File: config.mk
export PLATFORM = sky130hd
export DESIGN_NAME = pll_resync_timer
export DESIGN_NICKNAME = d
export VERILOG_FILES = /design/src/rtl/pll_resync_pkg.sv /design/src/rtl/resync_cs_edge.sv /design/src/rtl/resync_wrap_cnt.sv /design/src/rtl/resync_strobe_gate.sv /design/src/rtl/pll_resync_timer.sv
export SDC_FILE = /design/constraint.sdc
export NUM_CORES = 1
export LEC_CHECK = 0
export BUFFER_PORTS_ARGS = -buffer_cell sky130_fd_sc_hd__buf_2
export CORE_UTILIZATION = 30
export CTS_CLUSTER_SIZE = 30
export DETAILED_ROUTE_END_ITERATION = 8
export PLACE_DENSITY = 0.51
export SYNTH_ARGS = -nofsm -noshare
export SYNTH_HDL_FRONTEND = slang
export SYNTH_SLANG_ARGS = --single-unit
File: constraint.sdc
create_clock -name clk_ref -period 3.4 [get_ports clk_ref]
set_input_delay 0.17 -clock clk_ref [delete_from_list [all_inputs] [get_ports clk_ref]]
set_output_delay 0.17 -clock clk_ref [all_outputs]
set_load 0.02 [all_outputs]
File: src/rtl/pll_resync_pkg.sv
package pll_resync_pkg;
  localparam int unsigned CNT_W = 12;
  localparam int unsigned MOD_W = 16;
  localparam int unsigned PC_W  = 2;

  typedef enum logic [1:0] {
    TMR_OFF0   = 2'b00,
    TMR_OFF1   = 2'b01,
    TMR_RESYNC = 2'b10,
    TMR_OFF3   = 2'b11
  } tmr_mode_e;

  typedef enum logic [PC_W-1:0] {
    PC_NONE = 2'd0,
    PC_ONE  = 2'd1,
    PC_DONE = 2'd2
  } pulse_cnt_e;
endpackage

File: src/rtl/resync_cs_edge.sv
module resync_cs_edge (
  input  logic clk,
  input  logic rst_n,
  input  logic cs_n,
  output logic cs_rise
);
  logic cs_q;

  always_ff @(posedge clk or negedge rst_n) begin
    if (!rst_n) cs_q <= 1'b1;
    else        cs_q <= cs_n;
  end

  assign cs_rise = cs_n & ~cs_q;
endmodule

File: src/rtl/resync_wrap_cnt.sv
module resync_wrap_cnt #(
  parameter int unsigned W = 12
) (
  input  logic         clk,
  input  logic         rst_n,
  input  logic         clr,
  input  logic         step,
  input  logic [W-1:0] limit,
  output logic [W-1:0] count,
  output logic         at_end
);
  localparam int unsigned XW = W + 1;

  logic [XW-1:0] next_ext;

  assign next_ext = {1'b0, count} + XW'(1);
  // Treat a count at or beyond the limit as the last step, so a lowered limit cannot strand the counter.
  assign at_end   = (next_ext >= {1'b0, limit});

  always_ff @(posedge clk or negedge rst_n) begin
    if (!rst_n)      count <= '0;
    else if (clr)    count <= '0;
    else if (step) begin
      if (at_end)    count <= '0;
      else           count <= next_ext[W-1:0];
    end
  end
endmodule

File: src/rtl/resync_strobe_gate.sv
module resync_strobe_gate
  import pll_resync_pkg::*;
(
  input  logic clk,
  input  logic rst_n,
  input  logic enable,
  input  logic rearm,
  input  logic fire,
  output logic sync_o,
  output logic strobe_o
);
  pulse_cnt_e pc;

  always_ff @(posedge clk or negedge rst_n) begin
    if (!rst_n) begin
      pc       <= PC_DONE;
      sync_o   <= 1'b0;
      strobe_o <= 1'b0;
    end else begin
      sync_o   <= fire;
      strobe_o <= fire && (pc == PC_ONE);
      if (!enable)                     pc <= PC_DONE;
      else if (rearm)                  pc <= PC_NONE;
      else if (fire && pc == PC_NONE)  pc <= PC_ONE;
      else if (fire && pc == PC_ONE)   pc <= PC_DONE;
    end
  end
endmodule

File: src/rtl/pll_resync_timer.sv
module pll_resync_timer
  import pll_resync_pkg::*;
(
  input  logic             clk_ref,
  input  logic             rst_n,
  input  logic [1:0]       mode_sel,
  input  logic [CNT_W-1:0] clk_div,
  input  logic [MOD_W-1:0] modulus,
  input  logic             ext_mod,
  input  logic             cs_n,
  output logic             sync_pulse,
  output logic             resync_strobe,
  output logic [CNT_W-1:0] div_count
);
  localparam logic [MOD_W-1:0] MOD_CAP = MOD_W'((1 << CNT_W) - 1);

  logic [CNT_W-1:0] eff_mod;
  logic             enable;
  logic             cs_rise;
  logic             restart;
  logic             inner_end;
  logic             outer_end;
  logic [CNT_W-1:0] outer_count;
  logic             fire;

  always_comb begin
    if (ext_mod && (modulus > MOD_CAP)) eff_mod = MOD_CAP[CNT_W-1:0];
    else                                eff_mod = modulus[CNT_W-1:0];
  end

  assign enable  = (mode_sel == TMR_RESYNC) && (clk_div != '0) && (eff_mod != '0);
  assign restart = !enable || cs_rise;

  resync_cs_edge u_edge (
    .clk     (clk_ref),
    .rst_n   (rst_n),
    .cs_n    (cs_n),
    .cs_rise (cs_rise)
  );

  resync_wrap_cnt #(.W(CNT_W)) u_inner (
    .clk    (clk_ref),
    .rst_n  (rst_n),
    .clr    (restart),
    .step   (1'b1),
    .limit  (clk_div),
    .count  (div_count),
    .at_end (inner_end)
  );

  resync_wrap_cnt #(.W(CNT_W)) u_outer (
    .clk    (clk_ref),
    .rst_n  (rst_n),
    .clr    (restart),
    .step   (inner_end),
    .limit  (eff_mod),
    .count  (outer_count),
    .at_end (outer_end)
  );

  assign fire = !restart && inner_end && outer_end;

  resync_strobe_gate u_gate (
    .clk      (clk_ref),
    .rst_n    (rst_n),
    .enable   (enable),
    .rearm    (cs_rise && enable),
    .fire     (fire),
    .sync_o   (sync_pulse),
    .strobe_o (resync_strobe)
  );
endmodule

==> summary.txt, run 1 <==
Die
  – Rows: 30
  – Die H: 87.3 um
  – Core Box Area: 6910 sq um
  – Die ar.: 7620 sq um
  – Initial Util: 31.6%
  – Die width: 87.3 um
  – IO Count: 48

Detailed routing
  – Initial drt markers: 94
  – Post-route DRC violation count: 0
  – Via density: 4.95
  – Pre-antenna DRT Iters: 4
  – DR vias: 1952
  – Final ANT Viol Nets: 0
  – WL final: 5230 um
  – Wirelength per Cell: 13.3 um

STA
  – Crit path time final: 3.10 ns
  – Fin crit share: 91.1%
  – Fin. Hold Viols: 0
  – Slew @ Worst Pin: 0.661 ns
  – Clk_skew: 0.0102 ns
  – RSZ-0062 raised after global routing: false
  – Max Fclk: 323 MHz
  – Setup TNS Final: 0 ns
  – Max_slew headroom: 55.9%
  – Max-slew violations: 0
  – # setup viols final: 0

Power and ir drop
  – Comb pwr share: 10.9%
  – Switching part of the total: 25.5%
  – Pint: 522 uW
  – NetSw: 178 uW
  – Seq pwr share: 49.9%
  – Clock share of power: 39.2%
  – Maximum vdd drop: 0.000255 V
  – Leakage: 1.33 nW
  – Power density over the cells: 264 nW/um^2

Synth
  – Synthesized area: 2180 sq um
  – Syn Area/Cell: 8.94 sq um
  – Number of synthesized register bits: 29
  – Ys Warns: 0
  – Gate Count Post-Synth: 244
  – Area leader, netlist: dfrtp_1
  – Share of flip-flops with an asynchronous set or reset: 100%
  – Sequential area share after synthesis: 33.4%
  – Syn Nets: 304
  – Top post-synthesis cells by area: dfrtp_1 31%, ha_1 15%, xnor2_1 5.2%, nand3_1 4.6%, a21oi_1 4.4%
  – Number of enable flip-flop cells after synthesis: 0
  – Synth top area share: 31.0%
  – Synth unique cells: 42
  – Primary FF master, synth: dfrtp_1

Status
  – Outcome: finished clean

Layout
  – Nets: 357
  – Fill cells: 734
  – Diodes inserted: 0
  – Layout cells sized above 1: 22.8%
  – Final Cell Area: 2650 sq um
  – P&R area growth vs syn: 21.6%

Clocking
  – # Post-CTS Setup Buffers: 0
  – Worst skew pair latency: 0.28 ns
  – Total CTS buffers: 5
  – CTS tree: yes
  – Clock sinks: 29
  – CTS root buffer: clkbuf_8
  – Clk slew on worst S/H paths: 0.07 ns
  – # H-tree levels: 2
  – Clock Path Buffers: 2

Place
  – Post-DP HPWL: 4150 um
  – Routability cong.: 0.794
  – I/O Buffers: 47
  – Placed inst area: 2550 sq um

Setup path
  – CP Capture Type: register
  – Startpoint types: register
  – Setup CP Type: register to register
  – R2R cell count: 11
  – Worst path arrival time: 3.30 ns
  – Data required, critical path: 3.60 ns
  – Max FO, Critical Path: 7

Hold path
  – Worst hold stages: 4
  – Hold Path Class: input pin to register

GRT
  – Initial antenna violation count: 0
  – Largest net degree at the start of global routing: 30
  – Vias in the first global route: 1915
  – First-pass GRT wire length: 9200 um
  – Total gr overflow: 0
  – Gr usage total: 15.5%

Job
  – Max cap viols: 0
==> kinds of logic after synthesis <==
group	Yosys count	synth area share, %
DFF	29	33.4
buffers and inverters	20	3.56
xor gates and xnor gates	20	8.03
AOI/OAI and AO/OA	44	13.7
and+or+nand+nor	105	26.4
adders and majority gates	26	14.9
==> metrics by stage <==
| step | setup WS (ns) | hold slack, ns | total power, mW | instances | util (%) |
|---|---|---|---|---|---|
| detailed placement | 0.288 | 0.250 | 0.432 | 384 | 36.9 |
| global route | 0.0153 | 0.428 | 0.737 | 394 | 38.4 |
| floorplan | 0.530 | -0.126 | 0.390 | 244 | - |
| CTS | 0.273 | 0.374 | 0.710 | 394 | 38.4 |
| global placement | 0.347 | 0.239 | 0.431 | 384 | 36.9 |
| finish | 0.302 | 0.401 | 0.700 | 394 | 38.4 |
==> area by class of cell <==
class	count	area [sq um]	share of cell area [%]
Inverter	13	48.8	1.84
Multi-Input combinational cell	195	1380	51.9
Clock inverter	2	10.0	0.377
Timing Repair Buffer	53	298	11.2
Tap cell	96	120	4.53
Sequential cell	29	728	27.4
Clock buffer	6	72.6	2.73
==> critical path: stages, from the launching register on <==
cell and delay [ns]:
dfrtp_1 0.46, ha_1 0.35, nand4_4 0.17, nor2_1 0.16
xor2_1 0.22, ha_1 0.27, a21o_1 0.18, a21oi_1 0.17
o21ai_2 0.10, or3_4 0.36, or4_1 0.42, a21oi_1 0.15
==> per-layer routing <==
| metal | global-route usage (%) | share of wire, % | wire [um] |
|---|---|---|---|
| met3 | 3.13 | 2.4 | 124 |
| met5 | 0 | 0 | 0 |
| met1 | 21.8 | 49 | 2560 |
| met4 | 3.87 | 0.55 | 29 |
| met2 | 24.4 | 48 | 2520 |
==> synthesized netlist by cell type (3+ instances only) <==
cell	instances
clkbuf_1	5
nor2_1	19
a21oi_1	19
inv_1	13
and3_1	4
nor3_1	3
nand2_1	20
ha_1	26
a31oi_1	3
or4_1	3
nor4_1	6
xnor2_1	13
nand2b_1	3
nand3_1	20
nor2b_1	11
dfrtp_1	27
xor2_1	7
o21ai_0	3
nand4_1	5
a21o_1	4
==> cells in the final DEF, fill, tap and decap left out, types with 6 or more instances in the layout <==
master	netlist	layout
nand2_1	20	20
nand3_1	20	20
xor2_1	7	7
nor2b_1	11	11
a21oi_1	19	19
ha_1	26	26
xnor2_1	13	13
nor2_1	19	19
nor4_1	6	6
buf_2	2	47
inv_1	13	13
dfrtp_1	27	27
==> repair_timing <==
item                                    4_1_cts  5_1_grt
gates resized for setup                       0        0
endpoints found under the hold margin        28        0
hold buffers                                  2        0
endpoints found under the setup margin        0        0
==> power by group through the flow <==
stage | Clock, mW | Sequential (mW) | Combinational (mW)
3_5_place_dp | 0 | 0.356 | 0.0759
6_report | 0.274 | 0.349 | 0.0762
4_1_cts | 0.282 | 0.349 | 0.0781
5_1_grt | 0.299 | 0.350 | 0.0887
3_3_place_gp | 0 | 0.356 | 0.0749
2_1_floorplan | 0 | 0.357 | 0.0337
==> worst paths after layout <==
path                                        from          endpoint  slack [ns]
worst min-delay path                 mode_sel[0]      u_gate.pc[1]        0.40
worst max-delay path            u_outer.count[0]  u_outer.count[7]        0.30
worst max register to register  u_outer.count[0]  u_outer.count[7]        0.30
max in group asynchronous                  rst_n  u_inner.count[8]        2.50
worst min register to register  u_inner.count[0]  u_inner.count[0]        0.52
min in group asynchronous                  rst_n  u_outer.count[8]        0.47
==> registers in the layout, indices dropped and copies added (netlist names) <==
register and count:
u_edge.cs_q 1, u_gate.pc 2, u_outer.count 12, u_inner.count 12, u_gate.strobe_o 1, u_gate.sync_o 1
No activity file was read; power rests on OpenSTA's default activity.
==> run 2, diff against run 1 <==
--- a/config.mk
+++ b/config.mk
@@ -6,10 +6,10 @@
 export NUM_CORES = 1
 export LEC_CHECK = 0
 export BUFFER_PORTS_ARGS = -buffer_cell sky130_fd_sc_hd__buf_2
-export CORE_UTILIZATION = 30
+export CORE_UTILIZATION = 33
 export CTS_CLUSTER_SIZE = 30
 export DETAILED_ROUTE_END_ITERATION = 8
-export PLACE_DENSITY = 0.51
+export PLACE_DENSITY = 0.55
 export SYNTH_ARGS = -nofsm -noshare
 export SYNTH_HDL_FRONTEND = slang
 export SYNTH_SLANG_ARGS = --single-unit
==> summary.txt, run 2 (synthesis results as in run 1) <==
Layout
  – Layout cells sized above 1: 22.8%
  – Regs by FF count: u_inner.count (12), u_outer.count (12), u_gate.pc (2)
  – Fill cells: 622
  – Diodes inserted: 0
  – P&R area growth vs syn: 20.5%
  – Nets: 357
  – Post-Route Utilization: 41.4%
  – Multi-input logic area: 1380 sq um
  – Most frequent cells in the layout: 47 x buf_2, 27 x dfrtp_1, 26 x ha_1
  – Reg area: 728 sq um
  – Commonest non-fill, non-tap cell in the layout: buf_2

STA
  – Fin crit share: 91.2%
  – Crit path time final: 3.10 ns
  – Max_slew headroom: 55.9%
  – Final WS setup: 0.300 ns
  – Fin. Hold Viols: 0
  – Worst hold slack: 0.274 ns
  – RSZ-0062 raised after global routing: false
  – Slew @ Worst Pin: 0.661 ns
  – Max-slew violations: 0
  – Setup TNS Final: 0 ns
  – # setup viols final: 0
  – Max Fclk: 323 MHz
  – Clk_skew: 0.00535 ns

Clocking
  – Post-CTS Hold Buffers: 2
  – # Post-CTS Setup Buffers: 0
  – CTS root buffer: clkbuf_8
  – Clock sinks: 29
  – CTS tree: yes
  – # H-tree levels: 2
  – Total CTS buffers: 5
  – Resized Gates After CTS: 0
  – Clk slew on worst S/H paths: 0.07 ns
  – Clock Path Buffers: 2
  – Worst skew pair latency: 0.28 ns

Setup path
  – R2R setup slack: 0.30 ns
  – RR Endpoint: u_outer.count[8]
  – R2r startpoint: u_outer.count[0]
  – Startpoint types: register
  – CP Capture Type: register
  – Setup CP Type: register to register
  – Data required, critical path: 3.60 ns
  – Worst path arrival time: 3.30 ns
  – R2R cell count: 11
  – Max FO, Critical Path: 7

Detailed routing
  – Initial drt markers: 53
  – Wirelength per Cell: 13.3 um
  – Pre-antenna DRT Iters: 4
  – WL final: 4970 um
  – Via density: 5.12
  – DR vias: 1919
  – Final ANT Viol Nets: 0
  – Post-route DRC violation count: 0

Power and ir drop
  – Comb pwr share: 10.9%
  – Maximum vdd drop: 0.000161 V
  – NetSw: 176 uW
  – Final Power: 698 uW
  – Switching part of the total: 25.2%
  – Leakage: 1.33 nW
  – Clock share of power: 39.1%
  – Power density over the cells: 266 nW/um^2
  – Seq pwr share: 50.0%
  – Pint: 522 uW

Die
  – Die ar.: 6940 sq um
  – Initial Util: 34.4%
  – IO Count: 48
  – Die width: 83.3 um
  – Die H: 83.3 um
  – Core Box Area: 6350 sq um
  – Rows: 29

Status
  – Outcome: finished clean

Job
  – Max cap viols: 0

Place
  – Post-DP HPWL: 3920 um
  – I/O Buffers: 47
  – Routability cong.: 0.818
  – Place WS: 0.315 ns

GRT
  – Largest net degree at the start of global routing: 30
  – Vias in the first global route: 1899
  – Total gr overflow: 0
  – Gr usage total: 15.4%
  – First-pass GRT wire length: 8610 um
  – Initial antenna violation count: 0

Hold path
  – Hold path start: mode_sel[0]
  – Min-Delay Endpoint: u_gate.pc[1]
  – Worst hold stages: 4
  – Hold Path Class: input pin to register
run 2: cell counts in the layout (fill, tap and decap cells not counted):
Identical to the previous run, type by type.
run 2: worst max path at each step:
stage                                  end  cells after the start             start
final                     u_outer.count[8]                     11  u_outer.count[0]
after global placement    u_outer.count[8]                     11  u_outer.count[0]
after detailed placement  u_outer.count[8]                     11  u_outer.count[0]
after CTS                 u_outer.count[8]                     11  u_outer.count[0]
after global routing      u_outer.count[8]                     11  u_outer.count[0]
after floorplan           u_outer.count[8]                     12  u_inner.count[0]
run 2: power groups by stage:
stage          combinational (mW)  sequential (mW)  clock [mW]
2_1_floorplan              0.0337            0.357           0
3_3_place_gp               0.0748            0.356           0
3_5_place_dp               0.0764            0.356           0
4_1_cts                    0.0786            0.349       0.283
5_1_grt                    0.0885            0.349       0.303
6_report                   0.0762            0.349       0.273
run 2: layout make-up:
type | instances | area share, %
clock buffers | 6 | 2.76
clock inverters | 2 | 0.381
inverters | 13 | 1.86
multi-input cells | 195 | 52.3
flip-flops and latches | 29 | 27.7
well taps | 77 | 3.66
repair buffers | 53 | 11.3
run 2: worst max-delay path: stages, from the launching register on:
cell and delay, ns:
dfrtp_1 0.46, ha_1 0.37, nand4_4 0.17, nor2_1 0.16
xor2_1 0.20, ha_1 0.27, and3_1 0.19, o211ai_1 0.09
a21oi_1 0.11, or3_4 0.44, or4_1 0.40, a31oi_1 0.17
run 2: through the flow:
stage          cell area [sq um]  instances
2_1_floorplan               2180        244
3_3_place_gp                2530        365
3_5_place_dp                2530        365
4_1_cts                     2630        375
5_1_grt                     2630        375
6_report                    2630        375
run 2: layer usage:
metal | routed length [um] | track usage (%)
met5 | 0 | 0
met1 | 2360 | 20.1
met2 | 2450 | 25.6
met4 | 36 | 4.55
met3 | 122 | 3.28
